===== src/rtl/tx_async_pkg.sv =====
package tx_async_pkg;

  localparam int MAX_LEN = 9;
  localparam int MIN_LEN = 5;

  typedef enum logic [2:0] {
    PAR_NONE = 3'd0,
    PAR_EVEN = 3'd1,
    PAR_ODD  = 3'd2,
    PAR_ZERO = 3'd3,
    PAR_ONE  = 3'd4,
    PAR_ADDR = 3'd5
  } par_mode_t;

  typedef enum logic [1:0] {
    ST_IDLE  = 2'd0,
    ST_FRAME = 2'd1,
    ST_GUARD = 2'd2
  } tx_state_t;

  function automatic logic [3:0] eff_len(input logic [3:0] l);
    if (l < 4'(MIN_LEN)) return 4'(MIN_LEN);
    if (l > 4'(MAX_LEN)) return 4'(MAX_LEN);
    return l;
  endfunction

  function automatic logic has_par(input logic [2:0] m);
    return (m >= 3'd1) && (m <= 3'd5);
  endfunction

  function automatic logic par_bit(input logic [MAX_LEN-1:0] d, input logic [3:0] len,
                                   input logic [2:0] m, input logic addr);
    logic x;
    x = 1'b0;
    for (int i = 0; i < MAX_LEN; i++)
      if (i < int'(len)) x ^= d[i];
    case (m)
      PAR_EVEN: return x;
      PAR_ODD:  return ~x;
      PAR_ONE:  return 1'b1;
      PAR_ADDR: return addr;
      default:  return 1'b0;
    endcase
  endfunction

  // stop period measured in half bit times
  function automatic logic [2:0] stop_halves(input logic [1:0] s);
    case (s)
      2'd0:    return 3'd2;
      2'd1:    return 3'd3;
      default: return 3'd4;
    endcase
  endfunction

  function automatic logic [MAX_LEN-1:0] order_bits(input logic [MAX_LEN-1:0] d,
                                                    input logic [3:0] len, input logic msb);
    logic [MAX_LEN-1:0] o;
    o = '0;
    for (int i = 0; i < MAX_LEN; i++)
      if (i < int'(len)) o[i] = msb ? d[int'(len) - 1 - i] : d[i];
    return o;
  endfunction

endpackage


===== src/rtl/tx_halfdiv.sv =====
module tx_halfdiv #(
  parameter int OSR = 16
) (
  input  logic clk,
  input  logic rst_n,
  input  logic os_tick,
  input  logic sync_clr,
  output logic half_p
);
  localparam int HALF = OSR / 2;
  localparam int CW   = (HALF > 1) ? $clog2(HALF) : 1;

  logic [CW-1:0] cnt;

  assign half_p = os_tick && (cnt == CW'(HALF - 1)) && !sync_clr;

  always_ff @(posedge clk or negedge rst_n) begin
    if (!rst_n)             cnt <= '0;
    else if (sync_clr)      cnt <= '0;
    else if (half_p)        cnt <= '0;
    else if (os_tick)       cnt <= cnt + 1'b1;
  end
endmodule


===== src/rtl/tx_framer.sv =====
module tx_framer
  import tx_async_pkg::*;
#(
  parameter int FW = 12,
  parameter int HW = 6
) (
  input  logic [MAX_LEN-1:0] data,
  input  logic [3:0]         len_cfg,
  input  logic [2:0]         par_cfg,
  input  logic [1:0]         stop_cfg,
  input  logic               msb_first,
  input  logic               addr,
  output logic [FW-1:0]      frame,
  output logic [HW-1:0]      chr_halves,
  output logic [HW-1:0]      brk_halves,
  output logic [2:0]         stop_h
);
  logic [3:0]         len;
  logic               p_on;
  logic [MAX_LEN-1:0] ord;
  logic [HW-1:0]      body_h;

  always_comb begin
    len    = eff_len(len_cfg);
    p_on   = has_par(par_cfg);
    ord    = order_bits(data, len, msb_first);
    stop_h = stop_halves(stop_cfg);
    frame  = '1;
    frame[0] = 1'b0;
    for (int i = 0; i < MAX_LEN; i++)
      if (i < int'(len)) frame[1+i] = ord[i];
    if (p_on) frame[1 + int'(len)] = par_bit(data, len, par_cfg, addr);
    body_h     = HW'(2 * (1 + int'(len) + int'(p_on)));
    chr_halves = body_h + HW'(stop_h);
    brk_halves = body_h + HW'(2 * int'(stop_h));
  end
endmodule


===== src/rtl/tx_seq.sv =====
module tx_seq
  import tx_async_pkg::*;
#(
  parameter int FW = 12,
  parameter int HW = 6,
  parameter int GW = 8
) (
  input  logic          clk,
  input  logic          rst_n,
  input  logic          half_p,
  input  logic          go_chr,
  input  logic          go_brk,
  input  logic [FW-1:0] frame,
  input  logic [HW-1:0] chr_halves,
  input  logic [HW-1:0] brk_halves,
  input  logic [2:0]    stop_h,
  input  logic [GW-1:0] guard,
  output logic          txd,
  output logic          busy
);
  tx_state_t     st;
  logic [FW-1:0] sr;
  logic [HW-1:0] rem;
  logic [GW:0]   grem;
  logic [GW-1:0] grd;
  logic [2:0]    sh;
  logic          phase, brk;

  always_ff @(posedge clk or negedge rst_n) begin
    if (!rst_n) begin
      st <= ST_IDLE; sr <= '1; rem <= '0; grem <= '0; grd <= '0;
      sh <= 3'd2; phase <= 1'b0; brk <= 1'b0;
    end else begin
      case (st)
        ST_IDLE: begin
          phase <= 1'b0;
          grd   <= guard;
          sh    <= stop_h;
          if (go_brk) begin
            st <= ST_FRAME; brk <= 1'b1; rem <= brk_halves; sr <= '1;
          end else if (go_chr) begin
            st <= ST_FRAME; brk <= 1'b0; rem <= chr_halves; sr <= frame;
          end
        end
        ST_FRAME: if (half_p) begin
          if (rem == HW'(1)) begin
            sr   <= '1;
            brk  <= 1'b0;
            grem <= {grd, 1'b0};
            st   <= (grd == '0) ? ST_IDLE : ST_GUARD;
          end else begin
            rem   <= rem - 1'b1;
            phase <= ~phase;
            if (phase) sr <= {1'b1, sr[FW-1:1]};
          end
        end
        ST_GUARD: if (half_p) begin
          if (grem == (GW+1)'(1)) st <= ST_IDLE;
          else                    grem <= grem - 1'b1;
        end
        default: st <= ST_IDLE;
      endcase
    end
  end

  always_comb begin
    busy = (st != ST_IDLE);
    if (st != ST_FRAME) txd = 1'b1;
    else if (brk)       txd = (rem <= HW'(sh));
    else                txd = sr[0];
  end
endmodule


===== src/rtl/tx_async.sv =====
module tx_async
  import tx_async_pkg::*;
#(
  parameter int OSR = 16,
  parameter int GW  = 8
) (
  input  logic               clk,
  input  logic               rst_n,
  input  logic               os_tick,
  input  logic [MAX_LEN-1:0] in_data,
  input  logic               in_valid,
  output logic               in_ready,
  input  logic [3:0]         cfg_len,
  input  logic [2:0]         cfg_parity,
  input  logic [1:0]         cfg_stop,
  input  logic               cfg_msb_first,
  input  logic [GW-1:0]      cfg_guard,
  input  logic               cfg_addr,
  input  logic               cfg_cts_en,
  input  logic               cts_n,
  input  logic               brk_req,
  output logic               txd,
  output logic               busy
);
  localparam int FW = MAX_LEN + 3;
  localparam int HW = $clog2(2 * FW + 8) + 1;

  logic          cts_ok, go_chr, go_brk, half_p;
  logic [FW-1:0] frame;
  logic [HW-1:0] chr_halves, brk_halves;
  logic [2:0]    stop_h;

  assign cts_ok   = !cfg_cts_en || !cts_n;
  assign in_ready = !busy && !brk_req && cts_ok;
  assign go_chr   = in_valid && in_ready;
  assign go_brk   = !busy && brk_req;

  tx_halfdiv #(.OSR(OSR)) u_div (
    .clk(clk), .rst_n(rst_n), .os_tick(os_tick),
    .sync_clr(go_chr || go_brk), .half_p(half_p)
  );

  tx_framer #(.FW(FW), .HW(HW)) u_frm (
    .data(in_data), .len_cfg(cfg_len), .par_cfg(cfg_parity), .stop_cfg(cfg_stop),
    .msb_first(cfg_msb_first), .addr(cfg_addr), .frame(frame),
    .chr_halves(chr_halves), .brk_halves(brk_halves), .stop_h(stop_h)
  );

  tx_seq #(.FW(FW), .HW(HW), .GW(GW)) u_seq (
    .clk(clk), .rst_n(rst_n), .half_p(half_p), .go_chr(go_chr), .go_brk(go_brk),
    .frame(frame), .chr_halves(chr_halves), .brk_halves(brk_halves),
    .stop_h(stop_h), .guard(cfg_guard), .txd(txd), .busy(busy)
  );
endmodule


===== config.mk =====
export PLATFORM = sky130hd
export DESIGN_NAME = tx_async
export DESIGN_NICKNAME = d
export VERILOG_FILES = /design/src/rtl/tx_async_pkg.sv /design/src/rtl/tx_halfdiv.sv /design/src/rtl/tx_framer.sv /design/src/rtl/tx_seq.sv /design/src/rtl/tx_async.sv
export SDC_FILE = /design/constraint.sdc
export NUM_CORES = 1
export LEC_CHECK = 0
export ABC_AREA = 1
export BUFFER_PORTS_ARGS = -buffer_cell sky130_fd_sc_hd__buf_4
export CAP_MARGIN = 20
export CORE_ASPECT_RATIO = 1.25
export CORE_MARGIN = 2
export CORE_UTILIZATION = 50
export CTS_CLUSTER_SIZE = 12
export DETAILED_ROUTE_END_ITERATION = 8
export GPL_TIMING_DRIVEN = 0
export PLACE_DENSITY = 0.74
export SYNTH_ARGS = -nofsm -noshare
export SYNTH_HDL_FRONTEND = slang
export SYNTH_SLANG_ARGS = --single-unit

===== constraint.sdc =====
create_clock -name clk -period 2.06 [get_ports clk]
set_input_delay 0.206 -clock clk [delete_from_list [all_inputs] [get_ports clk]]
set_output_delay 0.206 -clock clk [all_outputs]
set_load 0.02 [all_outputs]

; Yosys cells after proc, flatten, opt, wreduce, memory -nomap -nowiden
; Cells that the tools add are included.
[totals]
word_cells = 221
input_bits = 35
register_bits = 45
latchBits = 0
mem_count = 0
mem_bits_ro = 0
ramBits = 0
output_inout_bits = 3
[classes]
order_cmp = 25
n_mul = 0
mux = 114
shifts = 0
n_eq_ne = 19
bitwise_logic = 10
n_reduce_logical = 28
div = 0
add_sub_neg = 16
[op_table]
columns = operator, count
row1 = $lt A32 B6 Y1 const B, 10
row2 = $sub A32 B4 Y32 const B, 4
row3 = $mux W12, 6
row4 = $mux W1, 67
row5 = $sub A32 B3 Y32 const B, 2
row6 = $bmux W1 S4, 9
row7 = $mux W9, 4
row8 = $ge A32 B1 Y1 const B, 1
row9 = $sub A32 B2 Y32 const B, 1
row10 = $sub A32 B5 Y32 const B, 1
row11 = $mux W6, 4
row12 = $pmux W12 S2, 1
row13 = $pmux W9 S2, 1
row14 = $lt A3 B4 Y1 const A, 4
row15 = $mux W4, 4
row16 = $mux W2, 7
row17 = $bwmux W12, 1
row18 = $pmux W6 S2, 1
row19 = $reduce_and A4 Y1, 3
row20 = $reduce_and A5 Y1, 2
row21 = $eq A3 B3 Y1 const B, 3
row22 = $eq A9 B1 Y1 const B, 1
row23 = $mux W3, 3
row24 = $sub A9 B1 Y9 const B, 1
row25 = other kinds (39), 71

; Logic depth before layout (Yosys ltp)
; Gate-level depths: netlist (run 1).
[logic_depth]
ltp_word = 40
ltp_mapped = 24
depth_no_buf = 23

; Cells and area by module
; From an unflattened synthesis (run 1), not the netlist that was laid out.
[hier_totals]
hier_cells = 696
area_unflattened_um2 = 4558.1
[by_module_without_submodules]
columns = mod, instances, area_per_inst_um2, seq_area_each_um2, cells_per_inst
row1 = tx_seq, 1, 2394.8, 1067.3, 323
row2 = tx_framer, 1, 1951.9, 0.0, 344
row3 = tx_halfdiv, 1, 165.2, 75.1, 19
row4 = tx_async, 1, 46.3, 0.0, 10

; Worst setup path before layout (run 1)
; No wires, ideal clock.
[synth_timing]
kind = input-to-reg
startpoint = input cfg_len[2]
endpoint = register u_seq.rem[5]
stages = 19
path_buffers = 2
arrival_time_ns = 2.831
required_ns = 1.933
slack_ns = -0.897
setup_time_ns = 0.127
cell_sequence = nor2_1 nand2_1 nand2_2 nand2_4 buf_6 ha_1 inv_1 buf_2 ha_1 inv_1 fa_1 nor2_1 nor2_1 nor2_1 nand2_1 nand2_1 o21ai_0 nand2_1 o21ai_0
[synth_between]
elab_chain_cells = 11
word_cells_on_any_way = 15
classes_between = 4 x add/sub / 2 x order compare / 9 x mux
[synth_lines]
columns = item, line_no
row1 = "start, declared", tx_async.sv:13  ; input logic [3:0] cfg_len,
row2 = $gt A4 B4 Y1, tx_async_pkg.sv:23  ; if (l > 4'(MAX_LEN)) return 4'(MAX_LEN);
row3 = $mux W1 (2 in series), tx_async_pkg.sv:23
row4 = $mux W4, tx_async_pkg.sv:24  ; return l;
row5 = $mux W4 *, tx_async_pkg.sv:23
row6 = $add A1 B4 Y5 *, tx_framer.sv:33  ; body_h = HW'(2 * (1 + int'(len) + int'(p_on)));
row7 = $add A5 B2 Y5 *, tx_framer.sv:33
row8 = $add A6 B3 Y6, tx_framer.sv:34  ; chr_halves = body_h + HW'(stop_h);
row9 = $mux W6, tx_seq.sv:41  ; end else if (go_chr) begin
row10 = $mux W6 *, tx_seq.sv:39  ; if (go_brk) begin
row11 = $pmux W6 S2 *, tx_seq.sv:34  ; case (st)
row12 = "end signal, assigned", tx_seq.sv:52  ; rem <= rem - 1'b1;
row13 = "end, declared", tx_seq.sv:23  ; logic [HW-1:0] rem;
; Every way passes the cells marked *; elsewhere a longest branch is shown, timed or not. The select of a mux whose other input is x is not followed.
; A chain may end at the register's enable or synchronous reset.

; Final worst setup path (run 1)
[layout_timing]
startpoint = input cfg_len[1]
endpoint = register u_seq.rem[5]
; The elaborated chain is that of the path after synthesis.

==> results.sh, run 1 <==
export IMPL_vias_per_cell=5.47
export IMPL_grt_max_degree=46
export IMPL_power_switching_w=0.00129
export IMPL_p_clk_share_pct=20.4
export IMPL_worstSetupPathType="in -> reg"
export IMPL_diodes=0
export IMPL_core_area_mm2=0.00788
export IMPL_globalplace_congestion=1.02
export IMPL_ys_seq_elements=45
export IMPL_synth_cell_types=40
export IMPL_use_met2_pct=49.6
export IMPL_totalWireLength_um=12200
export IMPL_ir_worst_vdd_v=0.000864
export IMPL_outcome="finished, violations left"
export IMPL_synthArstFlopShare_pct=100
export IMPL_fin_crit_sh_pct=109
export IMPL_rsz0062_at_grt="true"
export IMPL_critPathArrivalTime_ns=2.43
export IMPL_fmax_mhz=447
export IMPL_cpMaxStageDelayCell="ha_4"
export IMPL_finalNetCount=789
export IMPL_synth_top_area_share_pct=19.5
export IMPL_worst_skew_pair_late_latency_ns=0.30
export IMPL_critPathMaxStageDelay_ns=0.33
export IMPL_worstPathCellList="buf_8, nor2_4, nand2_2, nand2_4, nand2_8, ha_4, inv_8, ha_4, inv_2, xor2_1, inv_1, ha_4, inv_4, nor2_4, nor2_1, nor2_1, nand2_1, nand2_1, o21ai_1, nand2_1, o21ai_1"
export IMPL_fp_dieW_um=85.0
export IMPL_finalHoldViolCount=0
export IMPL_yosys_area_top_type="dfrtp_1"
export IMPL_busiest_layer="met2"
export IMPL_crit_path_end_kind="register"
export IMPL_finalInstanceArea_mm2=0.00543
export IMPL_yosys_warnings=0
export IMPL_ys_seq_area_share_pct=27.9
export IMPL_die_area_mm2=0.00894
export IMPL_ant_nets=0
export IMPL_clock_skew_ns=0.00439
export IMPL_setup_tns_final_ns=-0.784
export IMPL_drive_gt1_share_pct=27.6
export IMPL_synthCells=649
export IMPL_grt_pass1_vias=4392
export IMPL_finalSetupViolCount=12
export IMPL_swShare_pct=37.5
export IMPL_grt_use_met3_pct=2.51
export IMPL_cts_buffer_depth=2
export IMPL_worst_pin_slew_ns=0.948
export IMPL_wl_per_cell_um=14.9
export IMPL_hp_class="in -> reg"
export IMPL_cts_root_buf="clkbuf_8"
export IMPL_placed_cell_area_mm2=0.00456
export IMPL_grt_overflow=0
export IMPL_drv_cap=0
export IMPL_via_count=4497
export IMPL_min_period_ns=2.24
export IMPL_avgSynthCellArea_um2=6.32
export IMPL_leakage_nw=2.68
export IMPL_port_buffer_count=37
export IMPL_cts_tree="done"
export IMPL_cts_max_level=2
export IMPL_syn_nets=712
export IMPL_cts_buffers_inserted=5
export IMPL_synthToLayoutAreaGrowth_pct=32.4
export IMPL_p_int_w=0.00215
export IMPL_final_util_pct=68.8
export IMPL_cp_max_fo=5
export IMPL_violations="setup timing"
export IMPL_start_util_pct=52.0
export IMPL_drc_errors=0
export IMPL_fin_total_pwr_w=0.00344
export IMPL_clk_pin_slew_ns=0.09
export IMPL_synthFlopType="dfrtp_1"
export IMPL_p_comb_share_pct=40.8
export IMPL_synth_area_leaders="dfrtp_1 (20%), nand2_1 (18%), inv_1 (9.1%), dfstp_2 (8.3%), ha_1 (8.2%)"
export IMPL_io_pins=38
export IMPL_antenna_found_initial=0
export IMPL_finalWorstSetupSlack_ns=-0.179
export IMPL_post_place_ws_ns=-1.12
export IMPL_grt_pass1_wl_um=19600
export IMPL_slew_viol_final=0
export IMPL_critical_path_buf_inv_count=5
export IMPL_p_per_area_mw_per_mm2=635
export IMPL_cp_top_family="simple AND/OR/NAND/NOR gates"
export IMPL_die_h_um=105
export IMPL_dp_hpwl_um=8440
export IMPL_cts_sinks=45
export IMPL_firstDrtPassIters=7
export IMPL_synth_area_mm2=0.00410
export IMPL_num_rows=36
export IMPL_power_frac_seq_pct=38.7
export IMPL_met1_usage_pct=29.0
export IMPL_drt_iter0_drc=175
export IMPL_relSlewSlack_pct=36.1
export IMPL_crit_required_ns=2.25
export IMPL_synth_edf_count=0
export IMPL_track_usage_pct=26.7
export IMPL_cp_start_kind="input pin"
[cells in the final DEF, fill, tap and decap left out, types with 4 or more instances in the layout]
| master | count |
|---|---|
| clkbuf_8 | 6 |
| buf_4 | 62 |
| nor2_2 | 6 |
| nand3_2 | 12 |
| buf_6 | 8 |
| inv_2 | 10 |
| inv_1 | 85 |
| nand3_1 | 53 |
| o22ai_1 | 5 |
| o21ai_0 | 37 |
| nand2_1 | 175 |
| dfrtp_1 | 31 |
| o21ai_1 | 8 |
| nor2_1 | 57 |
| a21oi_1 | 13 |
| clkbuf_1 | 6 |
| dfstp_2 | 13 |
| nor2_4 | 4 |
| nand2_2 | 22 |
| o211ai_1 | 4 |
| xor2_1 | 4 |
| nand3_4 | 7 |
| nand2_4 | 7 |
| nand4_1 | 9 |
| a31oi_1 | 4 |
| ha_1 | 16 |
| ha_4 | 10 |
| nor3_1 | 5 |
[power by group through the flow]
stage          Clock (W)  Combinational, W  Sequential, W
4_1_cts         0.000720           0.00127        0.00133
5_1_grt         0.000757           0.00158        0.00136
2_1_floorplan          0          0.000863        0.00130
6_report        0.000703           0.00141        0.00133
3_3_place_gp           0           0.00112        0.00133
3_5_place_dp           0           0.00117        0.00134
[through the flow]
step	cells	hold slack, ns
finish	822	0.106
CTS	810	0.101
floorplan	649	-0.0896
detailed placement	781	0.239
global placement	781	0.241
global route	822	0.0983
[flip-flops by register name (all words and copies together), names as in the netlist]
| signal | count |
|---|---|
| u_seq.sr | 12 |
| u_seq.grem | 9 |
| u_seq.grd | 8 |
| u_seq.rem | 6 |
| u_div.cnt | 3 |
| u_seq.sh | 3 |
| u_seq.st | 2 |
| u_seq.brk | 1 |
| u_seq.phase | 1 |
[metal layers]
metal  vias to the layer above  routed length (um)
met2                       172                6410
met4                         0                 693
met5                         -                   0
met3                        56                 534
li1                       2224                   -
met1                      2045                4580
[cell usage after synthesis, types with 2 or more instances]
cell      number
a21oi_1       16
a31oi_1        4
buf_2          6
buf_6          2
clkbuf_1       8
dfrtp_1       32
dfstp_2       13
ha_1          27
inv_1         99
inv_2          2
nand2_1      199
nand2_2        5
nand3_1       64
nand3_2        6
nand3b_1       2
nand4_1        9
nor2_1        66
nor3_1         5
nor4_1         2
o211ai_1       4
o21ai_0       46
o21ai_1        2
o22ai_1        5
o311ai_0       3
or2_2          2
xnor2_1        3
xor2_1         4
[cell type report]
| cell class | count | area [um2] |
|---|---|---|
| Buffer | 14 | 80.1 |
| Clock buffer | 6 | 82.6 |
| Clock inverter | 2 | 37.5 |
| Fill cell | 690 | 2460 |
| Inverter | 102 | 418 |
| Multi-Input combinational cell | 487 | 2950 |
| Sequential cell | 45 | 1140 |
| Tap cell | 95 | 119 |
| Timing Repair Buffer | 71 | 598 |
[worst paths after layout]
check / startpoint / to / slack (ns) / cells after the start
max: cfg_len[1] / u_seq.rem[5]$_DFFE_PN0P_ / -0.18 / 21
min: cfg_guard[6] / u_seq.grd[6]$_DFFE_PN0P_ / 0.11 / 3
max reg2reg: u_seq.st[1]$_DFFE_PN0P_ / u_seq.rem[5]$_DFFE_PN0P_ / -0.06 / 14
min reg2reg: u_seq.sr[9]$_DFFE_PN1P_ / u_seq.sr[9]$_DFFE_PN1P_ / 0.47 / 2
max in group asynchronous: rst_n / u_seq.st[1]$_DFFE_PN0P_ / 1.22 / 2
min in group asynchronous: rst_n / u_seq.rem[0]$_DFFE_PN0P_ / 0.43 / 2
[logic make-up after synthesis]
group           count (synthesis)  share of synthesized area [%]
simple gates                  365                           38.6
fa+ha+maj                      28                           8.73
xor+xnor                        7                           1.50
flops                          45                           27.9
buf+inv                       118                           11.4
compound gates                 86                           11.9
[what timing repair did]
action                                 in CTS  in global routing
setup endpoints to repair                  21                 28
setup buffers                              21                 15
hold buffers                                1                  0
resized for setup                          51                 83
pin swaps                                  24                 48
endpoints found under the hold margin      32                  0
gates cloned                                1                  0
[worst min-delay path, stage by stage]
cell and delay [ns]:
buf_4 0.08, nand2_1 0.04, o21ai_0 0.05
Note: power is estimated with default switching activity, not from simulation.
==> run 2: changes to the inputs <==
--- a/constraint.sdc
+++ b/constraint.sdc
@@ -3,2 +3,2 @@
 set_output_delay 0.206 -clock clk [all_outputs]
-set_load 0.02 [all_outputs]
+set_load 0.05 [all_outputs]
==> results.sh, run 2 (same netlist as run 1, synthesis figures left out) <==
export IMPL_core_area_mm2=0.00788
export IMPL_ant_nets=0
export IMPL_ff_latch_area_mm2=0.00114
export IMPL_crit_path_end_kind="register"
export IMPL_rrSetupSlack_ns=-0.06
export IMPL_relSlewSlack_pct=36.1
export IMPL_hp_class="in -> reg"
export IMPL_crit_required_ns=2.25
export IMPL_finalWorstSetupSlack_ns=-0.179
export IMPL_worst_pin_slew_ns=0.948
export IMPL_start_util_pct=52.0
export IMPL_worstPathCellList="buf_8, nor2_4, nand2_2, nand2_4, nand2_8, ha_4, inv_8, ha_4, inv_2, xor2_1, inv_1, ha_4, inv_4, nor2_4, nor2_1, nor2_1, nand2_1, nand2_1, o21ai_1, nand2_1, o21ai_1"
export IMPL_grt_overflow=0
export IMPL_rsz0062_at_grt="true"
export IMPL_globalplace_congestion=1.02
export IMPL_io_pins=38
export IMPL_nFillCells=690
export IMPL_grt_max_degree=46
export IMPL_cts_root_buf="clkbuf_8"
export IMPL_slew_viol_final=0
export IMPL_violations="setup timing"
export IMPL_setup_tns_final_ns=-0.784
export IMPL_cts_sinks=45
export IMPL_reg2reg_to="u_seq.rem[5]$_DFFE_PN0P_"
export IMPL_cts_buffer_depth=2
export IMPL_clk_pin_slew_ns=0.09
export IMPL_num_rows=36
export IMPL_cp_max_fo=5
export IMPL_critical_path_buf_inv_count=5
export IMPL_drive_gt1_share_pct=27.8
export IMPL_critPathArrivalTime_ns=2.43
export IMPL_drc_errors=0
export IMPL_worstSetupPathType="in -> reg"
export IMPL_fmax_mhz=447
export IMPL_leakage_nw=2.67
export IMPL_largest_reg_flops=12
export IMPL_cp_start_kind="input pin"
export IMPL_cpMaxStageDelayCell="ha_4"
export IMPL_min_period_ns=2.24
export IMPL_reg_top3="u_seq.sr x12, u_seq.grem x9, u_seq.grd x8"
export IMPL_cts_max_level=2
export IMPL_r2r_start="u_seq.st[1]$_DFFE_PN0P_"
export IMPL_cp_top_family="simple AND/OR/NAND/NOR gates"
export IMPL_final_cell_mix="nand2_1 (175), inv_1 (84), buf_4 (62), nor2_1 (57), nand3_1 (53)"
export IMPL_ir_worst_vdd_v=0.000950
export IMPL_critPathMaxStageDelay_ns=0.33
export IMPL_drv_cap=0
export IMPL_outcome="finished, violations left"
export IMPL_endpoint="u_seq.rem[5]$_DFFE_PN0P_"
export IMPL_clock_skew_ns=0.00436
export IMPL_cts_buffers_inserted=5
export IMPL_track_usage_pct=26.7
export IMPL_totalWireLength_um=12200
export IMPL_die_h_um=105
export IMPL_die_area_mm2=0.00894
export IMPL_antenna_found_initial=0
export IMPL_synthToLayoutAreaGrowth_pct=32.4
export IMPL_fin_total_pwr_w=0.00346
export IMPL_largest_register="u_seq.sr"
export IMPL_p_per_area_mw_per_mm2=638
export IMPL_r2r_worst_path_cells=14
export IMPL_worst_skew_pair_late_latency_ns=0.30
export IMPL_grt_pass1_wl_um=19600
export IMPL_final_common_cell="nand2_1"
export IMPL_firstDrtPassIters=5
export IMPL_crit_cells=21
export IMPL_finalHoldViolCount=0
export IMPL_diodes=0
export IMPL_via_count=4489
export IMPL_multiInputGateArea_mm2=0.00295
export IMPL_vias_per_cell=5.46
export IMPL_cts_tree="done"
export IMPL_wl_per_cell_um=14.8
export IMPL_grt_pass1_vias=4392
export IMPL_fin_crit_sh_pct=109
export IMPL_port_buffer_count=37
export IMPL_finalSetupViolCount=12
export IMPL_dp_hpwl_um=8440
export IMPL_fp_dieW_um=85.0
export IMPL_drt_iter0_drc=175
export IMPL_worstSetupStartpoint="cfg_len[1]"
export IMPL_finalNetCount=789
==> run 2: cell counts in the layout (fill, tap and decap cells not counted) <==
Identical to the previous run, type by type.
==> run 2: tightest hold or removal path: stages <==
cell	delay, ns
buf_4	0.08
nand2_1	0.04
o21ai_0	0.05
==> run 2: stage by stage <==
| stage | std cells | setup slack [ns] | hold WS, ns | utilization (%) | cell area [um2] |
|---|---|---|---|---|---|
| CTS | 810 | -0.147 | 0.101 | 64.1 | 5050 |
| floorplan | 649 | -0.486 | -0.0896 | - | 4170 |
| detailed placement | 781 | -1.12 | 0.239 | 57.9 | 4560 |
| global route | 822 | -0.329 | 0.0983 | 68.8 | 5430 |
| finish | 822 | -0.179 | 0.106 | 68.8 | 5430 |
| global placement | 781 | -1.11 | 0.241 | 57.9 | 4560 |
==> run 2: power breakdown <==
part | total (W) | internal (W) | switching (W)
Clock | 0.000703 | 0.000394 | 0.000309
Combinational | 0.00143 | 0.000578 | 0.000849
Sequential | 0.00133 | 0.00118 | 0.000152
==> run 2: how the worst min path moves through the flow <==
| stage | startpoint | to | slack [ns] | cells after the start |
|---|---|---|---|---|
| after global placement | rst_n | u_seq.sh[0]$_DFFE_PN0P_ | 0.24 | 1 |
| after CTS | cfg_guard[6] | u_seq.grd[6]$_DFFE_PN0P_ | 0.10 | 3 |
| after floorplan | rst_n | u_div.cnt[0]$_DFFE_PN0P_ | -0.09 | 0 |
| final | cfg_guard[6] | u_seq.grd[6]$_DFFE_PN0P_ | 0.11 | 3 |
| after detailed placement | rst_n | u_seq.sh[0]$_DFFE_PN0P_ | 0.24 | 1 |
| after global routing | cfg_guard[6] | u_seq.grd[6]$_DFFE_PN0P_ | 0.1 | 3 |
==> run 2: cell type report <==
cell class	instances	share of cell area, %
tap	95	2.19
clock buffer	6	1.52
buffer	14	1.48
sequential	45	21.1
multi-input combinational	487	54.3
clock inverter	2	0.692
inverter	102	7.70
timing repair buffer	71	11.0
==> run 2: repair_timing <==
item,4_1_cts,5_1_grt
buffers inserted,21,15
gates resized for setup,51,84
endpoints found under the setup margin,21,28
pin swaps,24,49
endpoints found under the hold margin,32,0
cloned,1,0
hold buffers,1,0
==> run 2: layer usage <==
metal | track usage (%) | part of all wire (%)
met5 | 0 | 0
met4 | 14.9 | 5.7
met3 | 2.51 | 4.2
met2 | 49.6 | 52
met1 | 29.0 | 38
